**src/rtl/tws_pkg.sv**
```systemverilog
package tws_pkg;

    localparam logic [3:0] TYPE_CODE = 4'b0101;
    localparam int         BYTE_BITS = 8;
    localparam int         NV_BIT    = 7;

    typedef enum logic [1:0] {
        ST_IDLE,
        ST_SHIFT,
        ST_ACK,
        ST_IGNORE
    } eng_state_e;

    typedef enum logic [1:0] {
        PH_ADDR,
        PH_CMD,
        PH_DATA,
        PH_OVER
    } phase_e;

    typedef struct packed {
        logic start;
        logic stop;
        logic scl_rise;
        logic scl_fall;
        logic sda;
        logic scl;
    } bus_evt_t;

    function automatic logic addr_hit(input logic [7:0] a, input logic [3:0] strap);
        return (a[7:4] == TYPE_CODE) && (a[3:0] == strap);
    endfunction

    function automatic phase_e next_phase(input phase_e p);
        case (p)
            PH_ADDR: return PH_CMD;
            PH_CMD:  return PH_DATA;
            default: return PH_OVER;
        endcase
    endfunction

endpackage

```
**src/rtl/tws_line_sync.sv**
```systemverilog
module tws_line_sync
    import tws_pkg::*;
#(
    parameter int STAGES = 2
) (
    input  logic     clk,
    input  logic     rst,
    input  logic     scl_in,
    input  logic     sda_in,
    output bus_evt_t evt
);
    logic [STAGES-1:0] scl_pipe;
    logic [STAGES-1:0] sda_pipe;
    logic              scl_q;
    logic              sda_q;
    logic              scl_s;
    logic              sda_s;

    generate
        if (STAGES == 1) begin : g_one
            always_ff @(posedge clk) begin
                if (rst) begin
                    scl_pipe <= '1;
                    sda_pipe <= '1;
                end else begin
                    scl_pipe <= scl_in;
                    sda_pipe <= sda_in;
                end
            end
        end else begin : g_many
            always_ff @(posedge clk) begin
                if (rst) begin
                    scl_pipe <= '1;
                    sda_pipe <= '1;
                end else begin
                    scl_pipe <= {scl_pipe[STAGES-2:0], scl_in};
                    sda_pipe <= {sda_pipe[STAGES-2:0], sda_in};
                end
            end
        end
    endgenerate

    assign scl_s = scl_pipe[STAGES-1];
    assign sda_s = sda_pipe[STAGES-1];

    always_ff @(posedge clk) begin
        if (rst) begin
            scl_q <= 1'b1;
            sda_q <= 1'b1;
        end else begin
            scl_q <= scl_s;
            sda_q <= sda_s;
        end
    end

    always_comb begin
        evt.scl      = scl_s;
        evt.sda      = sda_s;
        evt.scl_rise = scl_s & ~scl_q;
        evt.scl_fall = ~scl_s & scl_q;
        evt.start    = scl_s & scl_q & sda_q & ~sda_s;
        evt.stop     = scl_s & scl_q & ~sda_q & sda_s;
    end


    start_stop_excl_chk: assert property (@(posedge clk) disable iff (rst)
        !(evt.start && evt.stop));

endmodule

```
**src/rtl/tws_busy_timer.sv**
```systemverilog
module tws_busy_timer #(
    parameter int BUSY_CYCLES = 500_000
) (
    input  logic clk,
    input  logic rst,
    input  logic load,
    output logic busy
);
    localparam int CW = $clog2(BUSY_CYCLES + 1);

    logic [CW-1:0] cnt;

    always_ff @(posedge clk) begin
        if (rst) begin
            cnt <= '0;
        end else if (load) begin
            cnt <= CW'(BUSY_CYCLES);
        end else if (cnt != '0) begin
            cnt <= cnt - 1'b1;
        end
    end

    assign busy = (cnt != '0);


    busy_countdown_chk: assert property (@(posedge clk) disable iff (rst)
        (busy && !load) |=> (cnt == $past(cnt) - 1'b1));


    busy_rise_cause_chk: assert property (@(posedge clk) disable iff (rst)
        $rose(busy) |-> $past(load));

endmodule

```
**src/rtl/tws_byte_engine.sv**
```systemverilog
module tws_byte_engine
    import tws_pkg::*;
(
    input  logic       clk,
    input  logic       rst,
    input  bus_evt_t   evt,
    input  logic [3:0] strap_addr,
    input  logic       busy,
    output logic       sda_pull_low,
    output logic [7:0] cmd_byte,
    output logic [7:0] data_byte,
    output logic       wr_strobe,
    output logic       nv_start
);
    eng_state_e state;
    phase_e     phase;
    logic [3:0] bit_cnt;
    logic [7:0] shreg;
    logic       got_cmd;
    logic       accept;

    always_comb begin
        case (phase)
            PH_ADDR: accept = addr_hit(shreg, strap_addr) && !busy;
            PH_CMD:  accept = 1'b1;
            PH_DATA: accept = 1'b1;
            default: accept = 1'b0;
        endcase
    end

    always_ff @(posedge clk) begin
        if (rst) begin
            state        <= ST_IDLE;
            phase        <= PH_ADDR;
            bit_cnt      <= '0;
            shreg        <= '0;
            got_cmd      <= 1'b0;
            sda_pull_low <= 1'b0;
            cmd_byte     <= '0;
            data_byte    <= '0;
            wr_strobe    <= 1'b0;
            nv_start     <= 1'b0;
        end else begin
            wr_strobe <= 1'b0;
            nv_start  <= 1'b0;
            if (evt.stop) begin
                state        <= ST_IDLE;
                sda_pull_low <= 1'b0;
                got_cmd      <= 1'b0;
                if (got_cmd) begin
                    wr_strobe <= 1'b1;
                    nv_start  <= cmd_byte[NV_BIT];
                end
            end else if (evt.start) begin
                state        <= ST_SHIFT;
                phase        <= PH_ADDR;
                bit_cnt      <= '0;
                sda_pull_low <= 1'b0;
            end else begin
                case (state)
                    ST_SHIFT: begin
                        if (evt.scl_rise && bit_cnt < 4'(BYTE_BITS)) begin
                            shreg   <= {shreg[6:0], evt.sda};
                            bit_cnt <= bit_cnt + 1'b1;
                        end else if (evt.scl_fall && bit_cnt == 4'(BYTE_BITS)) begin
                            if (accept) begin
                                state        <= ST_ACK;
                                sda_pull_low <= 1'b1;
                                if (phase == PH_CMD) begin
                                    cmd_byte <= shreg;
                                    got_cmd  <= 1'b1;
                                end
                                if (phase == PH_DATA) begin
                                    data_byte <= shreg;
                                end
                            end else begin
                                state <= ST_IGNORE;
                            end
                        end
                    end
                    ST_ACK: begin
                        if (evt.scl_fall) begin
                            sda_pull_low <= 1'b0;
                            state        <= ST_SHIFT;
                            bit_cnt      <= '0;
                            phase        <= next_phase(phase);
                        end
                    end
                    default: ;
                endcase
            end
        end
    end


    pull_on_low_clk_chk: assert property (@(posedge clk) disable iff (rst)
        !$stable(sda_pull_low) |-> (!$past(evt.scl) || $past(evt.start) || $past(evt.stop)));


    bit_cnt_range_chk: assert property (@(posedge clk) disable iff (rst)
        bit_cnt <= 4'(BYTE_BITS));


    strobe_single_chk: assert property (@(posedge clk) disable iff (rst)
        wr_strobe |=> !wr_strobe);


    strobe_after_stop_chk: assert property (@(posedge clk) disable iff (rst)
        wr_strobe |-> $past(evt.stop));


    no_ack_while_busy_chk: assert property (@(posedge clk) disable iff (rst)
        (state == ST_ACK && phase == PH_ADDR && $rose(sda_pull_low)) |-> !$past(busy));

endmodule

```
**src/rtl/tws_slave.sv**
```systemverilog
module tws_slave
    import tws_pkg::*;
#(
    parameter int BUSY_CYCLES = 500_000,
    parameter int SYNC_STAGES = 2
) (
    input  logic       clk,
    input  logic       rst,
    input  logic       scl_in,
    input  logic       sda_in,
    input  logic [3:0] strap_addr,
    output logic       sda_pull_low,
    output logic [7:0] cmd_byte,
    output logic [7:0] data_byte,
    output logic       wr_strobe
);
    bus_evt_t evt;
    logic     busy;
    logic     nv_start;

    tws_line_sync #(.STAGES(SYNC_STAGES)) u_sync (
        .clk    (clk),
        .rst    (rst),
        .scl_in (scl_in),
        .sda_in (sda_in),
        .evt    (evt)
    );

    tws_byte_engine u_engine (
        .clk          (clk),
        .rst          (rst),
        .evt          (evt),
        .strap_addr   (strap_addr),
        .busy         (busy),
        .sda_pull_low (sda_pull_low),
        .cmd_byte     (cmd_byte),
        .data_byte    (data_byte),
        .wr_strobe    (wr_strobe),
        .nv_start     (nv_start)
    );

    tws_busy_timer #(.BUSY_CYCLES(BUSY_CYCLES)) u_timer (
        .clk  (clk),
        .rst  (rst),
        .load (nv_start),
        .busy (busy)
    );

endmodule

```
**config.mk**
```make
export PLATFORM = sky130hd
export DESIGN_NAME = tws_slave
export DESIGN_NICKNAME = d
export VERILOG_FILES = /design/src/rtl/tws_pkg.sv /design/src/rtl/tws_line_sync.sv /design/src/rtl/tws_busy_timer.sv /design/src/rtl/tws_byte_engine.sv /design/src/rtl/tws_slave.sv
export SDC_FILE = /design/constraint.sdc
export NUM_CORES = 1
export LEC_CHECK = 0
export ABC_CLOCK_PERIOD_IN_PS = 6900
export BUFFER_PORTS_ARGS = -buffer_cell sky130_fd_sc_hd__buf_4
export CAP_MARGIN = 20
export CORE_ASPECT_RATIO = 1.5
export CORE_MARGIN = 2
export CORE_UTILIZATION = 45
export CTS_CLUSTER_SIZE = 28
export DETAILED_ROUTE_END_ITERATION = 16
export GPL_TIMING_DRIVEN = 1
export HOLD_SLACK_MARGIN = 0.05
export SLEW_MARGIN = 20
export SYNTH_ARGS = -nofsm -noshare
export SYNTH_HDL_FRONTEND = slang
export SYNTH_SLANG_ARGS = --single-unit
```
**constraint.sdc**
```tcl
create_clock -name clk -period 6.9 [get_ports clk]
set_input_delay 0 -clock clk [delete_from_list [all_inputs] [get_ports clk]]
set_output_delay 0 -clock clk [all_outputs]
set_load 0.01 [all_outputs]
```
## After elaboration in Yosys (flattened, before gate mapping)

Cells that the tools add are included.

- Output and inout port bits: 18
- Bits in registers: 61
- Bits of input ports: 8
- Word-level logic and storage cells: 100

- Order comparisons: 1
- Reduce and logical (&&, ||, !) cells: 27
- Equal/unequal tests: 15
- Bitwise gates (word level): 15
- $add $sub $neg: 2
- Mux-type cells: 23

Operator list:

| cell | number |
|---|---|
| 2-to-1 mux 19 bit | 2 |
| nonzero test 19 bit | 1 |
| subtractor 19 x 1 -> 19 bit (second input constant) | 1 |
| AND reduction 4 bit | 4 |
| AND reduction 7 bit | 2 |
| 2-to-1 mux 2 bit | 6 |
| 2-to-1 mux 4 bit | 3 |
| != test 3 x 2 -> 1 bit (second input constant) | 3 |
| inverter 1 bit | 8 |
| one-hot mux 2 bit (2 select lines) | 2 |
| one-hot mux 4 bit (2 select lines) | 1 |
| nonzero test 2 bit | 4 |
| OR reduction 2 bit | 4 |
| AND 1 bit | 7 |
| 2-to-1 mux 1 bit | 7 |
| != test 2 x 1 -> 1 bit (second input constant) | 3 |
| AND reduction 6 bit | 1 |
| OR reduction 3 bit | 2 |
| AND reduction 5 bit | 1 |
| adder 4 x 1 -> 4 bit (second input constant) | 1 |
| equality test 2 x 1 -> 1 bit (second input constant) | 2 |
| equality test 2 bit (second input constant) | 2 |
| equality test 4 x 3 -> 1 bit (second input constant) | 1 |
| equality test 4 bit | 1 |
| other kinds (10) | 14 |

## Logic depth before layout (Yosys ltp)

- Depth after elaboration: 9
- Mapped depth: 9
- Mapped depth without buffers: 7

## Cells and area by module

From an unflattened synthesis, not the netlist that was laid out.

- Cell total of the unflattened synthesis: 300
- Area total of the unflattened synthesis: 2829.0 um^2

Modules (own cells, without submodules):

| module | sequential area each (um^2) | times used | area each (um^2) | cells each |
|---|---|---|---|---|
| tws_byte_engine | 720.7 | 1 | 1635.3 | 167 |
| tws_busy_timer | 380.4 | 1 | 988.4 | 115 |
| tws_line_sync | 120.1 | 1 | 205.2 | 18 |

## Worst setup path after synthesis

OpenSTA, ideal clock, no wires.

- Path type: register -> register
- From: reg u_timer.cnt[0]
- To: reg u_engine.data_byte[0]
- Clock period less this slack: 2538 ps
- Slack: 4362 ps
- Data arrival time: 2466 ps
- Library setup time: 72 ps
- Data required time: 6828 ps
- Cell stages (with the launch flop): 9
- Path buffers: 1
- Cell sequence: dfxtp_1 inv_1 ha_1 or3b_4 or4_1 or4_1 buf_2 a21oi_2 mux2i_1

- Longest elaborated chain between the ends: 5

RTL lines:

| what | RTL line | text |
|---|---|---|
| start: declaration | tws_busy_timer.sv:11 | `logic [CW-1:0] cnt;` |
| start signal: assignment | tws_busy_timer.sv:17 | `cnt <= CW'(BUSY_CYCLES);` |
| start signal: assignment | tws_busy_timer.sv:19 | `cnt <= cnt - 1'b1;` |
| nonzero test 19 bit | tws_busy_timer.sv:23 | `assign busy = (cnt != '0);` |
| logical NOT 1 bit | tws_byte_engine.sv:24 | `PH_ADDR: accept = addr_hit(shreg, strap_addr) && !busy;` |
| logical AND 1 bit | tws_byte_engine.sv:24 |  |
| one-hot mux 1 bit (2 select lines) | tws_byte_engine.sv:23 | `case (phase)` |
| AND reduction 7 bit (no line) | - |  |
| end signal: assignment | tws_byte_engine.sv:74 | `data_byte <= shreg;` |
| end: declaration | tws_byte_engine.sv:11 | `output logic [7:0] data_byte,` |

No other way between the ends.
A chain may end at the register's enable or synchronous reset.

## Worst setup path in the final report

- From: reg u_timer.cnt[0]
- To: reg u_engine.data_byte[7]

Same word-level chain as after synthesis.

==> flow_summary.ini <==
[timing]
hold_viol_final = 0
rsz0062_at_grt = no
final.setup_skew_ns = 0.01142
tightest_slew_ns = 0.9180
fmax_mhz = 360.7
slew_violations = 0
final.min_clock_period_ns = 2.772
maxSlewHeadroom_pct = 38.23
setup_viol = 0
finalCritPeriodShare_pct = 40.18
tns_ns = 0

[global_routing]
grt_overflow = 0
grt_first_pass_wirelength_mm = 10.36
antenna_found_initial = 0
grt_max_degree = 55
grt_pass1_vias = 2242
grtUsageTotal_pct = 18.39

[setup_path]
required_ns = 7.16
reg2reg_to = u_engine.data_byte[7]
crit_buf_inv = 1
r2r_slack_ns = 4.13
cp_data_arrival_time_ns = 3.03
cp_slowest_stage_delay_ns = 0.64
worstSetupPathDepth = 7
worstPathMaxFanout = 5
startpoint = u_timer.cnt[0]
timing.rr.start = u_timer.cnt[0]
path_class = reg -> reg
cp_slowest_cell = or4_1
cp_common_cell = or4_1
r2r_cells = 7
crit_family = simple AND/OR/NAND/NOR gates
start_kind = register
crit_path_end_kind = register
path_cells = inv_1 > ha_1 > or3b_4 > or4_1 > or4_1 > a21oi_2 > mux2i_1

[detailed_routing]
wl_met3_um = 196
dr.pass1.iters = 4
dr_wl_met2_mm = 2.946
vias = 2287
drt-met1-wl_mm = 2.684
wl_mm = 5.982
vias_per_cell = 5.419
avgRoutedWirePerCell_um = 14.18
highest_layer = met4
drt_iter0_drc = 151
drcViolationCount = 0
antenna_left = 0

[die]
initial_core_util_pct = 46.85
die_h_um = 102.2
core_mm2 = 0.006175
dieArea_mm2 = 0.007099
fp-row-count = 35
die-width_um = 69.47
ios = 26

[placement]
dp_cells = 404
hpwl_mm = 4.330
port-buffer-count = 25
place.gp.congestion = 0.7833

[logic_synthesis]
syn_avg_cell_area_um2 = 9.154
ys_ff_latch = 61
ys_types = 45
synth_area_leader_cell = dfxtp_1
synthesis.area_mm2 = 0.002893
synthCells = 316
ys_seq_area_share_pct = 42.21
synth_edf_count = 0
syn_nets = 335
async_flop_share_pct = 0
synth_area_leaders = dfxtp_1 42%, mux2i_1 8.7%, nand2b_1 6.1%
synth_commonest_cells = 61 x dfxtp_1, 28 x nand2b_1, 25 x mux2i_1, 24 x nor2_1, 19 x a21oi_1
synthFlopType = dfxtp_1
synth_warnings = 0
yosys.area.top_type_share_pct = 42.21
yosysMostFrequentCell = dfxtp_1

[cells_and_area]
area_growth_syn_to_layout_pct = 15.05
finalNetCount = 362
stdcell_count = 422
fin_util_pct = 53.90
drive_gt1_share_pct = 15.52
diodes = 0

[clock_network]
clock_path_buffers = 2
cts_root_buf = clkbuf_8
clock_latency_ns = 0.34
cts_tree = done
clk_pin_slew_ns = 0.07
cts_buffers = 9
cts_sinks = 61
cts.htree.levels = 3

[run_status]
outcome = complete, no violations

[job]
max_cap_viol_count = 0

[power]
total_power_mw = 1.129
powerDensity_mw_per_mm2 = 339.3
p_leak_nw = 1.275
irDropWorstVdd_v = 0.0001285

[min_path]
min_from = rst
worstHoldPathCells = 2
hp-class = in -> reg
min_to = u_engine.shreg[5]
registers in the layout, summed over array words and instances, names as in the netlist:
name	count
u_engine.bit_cnt	4
u_engine.cmd_byte	8
u_engine.data_byte	8
u_engine.got_cmd	1
u_engine.nv_start	1
u_engine.phase	2
u_engine.sda_pull_low	1
u_engine.shreg	8
u_engine.state	2
u_engine.wr_strobe	1
u_sync.scl_pipe	2
u_sync.scl_q	1
u_sync.sda_pipe	2
u_sync.sda_q	1
u_timer.cnt	19
logic make-up (layout without fill, tap and decap cells):
kind of cell | count (synthesis) | in the layout | share of synthesized area, %
adders and majority gates | 11 | 11 | 4.758
AOI/OAI and AO/OA | 59 | 59 | 13.15
muxes | 25 | 25 | 8.651
xor gates and xnor gates | 11 | 11 | 3.331
DFF | 61 | 61 | 42.21
buffers and inverters | 26 | 58 | 3.676
and+or+nand+nor | 123 | 123 | 24.22
per-stage QoR:
step                      hold WS [ns]  instance area (um2)  setup WS [ns]
after CTS                      0.07843                 3328          4.128
after global placement          0.1846                 3133          4.214
final                          0.08804                 3328          4.128
after floorplan                 0.1038                 2893          4.362
after global routing            0.1116                 3328          4.010
after detailed placement        0.1880                 3133          4.159
power by group:
group	total (mW)	leakage (nW)	switching (mW)	internal [mW]
clock	0.281	0.0856	0.149	0.131
sequential	0.462	0.496	0.0553	0.407
combinational	0.386	0.693	0.230	0.156
total	1.13	1.27	0.435	0.694
final cells by class:
cell class	instances	area, um2
flip-flops and latches	61	1221
multi-input cells	229	1572
clock buffers	9	123.9
clock inverters	7	51.30
repair buffers	28	215.2
well taps	74	92.59
inverters	14	52.55
fillers	600	2846
worst register-to-register path, stage by stage, from the launching register on:
cell	delay (ns)
dfxtp_1	0.34
inv_1	0.09
ha_1	0.16
or3b_4	0.39
or4_1	0.44
or4_1	0.64
a21oi_2	0.41
mux2i_1	0.23
layer usage:
metal	up-vias	track usage, %
li1	1177	-
met1	1047	21.36
met3	15	3.945
met5	-	0
met4	0	10.26
met2	48	31.58
placed cells by master (no fill, tap or decap), types with 9 or more instances in the layout:
cell and instances:
inv_1 14, a21oi_1 19, xnor2_1 9, mux2i_1 25, nand2b_1 28, o31ai_1 9, buf_4 26, dfxtp_1 61
clkbuf_8 9, ha_1 11, nand2_1 14, nor2_1 24
timing repair:
item | CTS | global route
endpoints found under the hold margin | 2 | 0
setup buffers | 0 | 0
gates resized for setup | 0 | 0
setup endpoints to repair | 0 | 0
hold buffers | 2 | 0
worst max-delay path by stage:
stage | endpoint
global placement | u_engine.data_byte[3]
CTS | u_engine.data_byte[7]
finish | u_engine.data_byte[7]
floorplan | u_engine.data_byte[0]
detailed placement | u_engine.data_byte[3]
global route | u_engine.data_byte[1]
No activity file was read; power rests on OpenSTA's default activity.
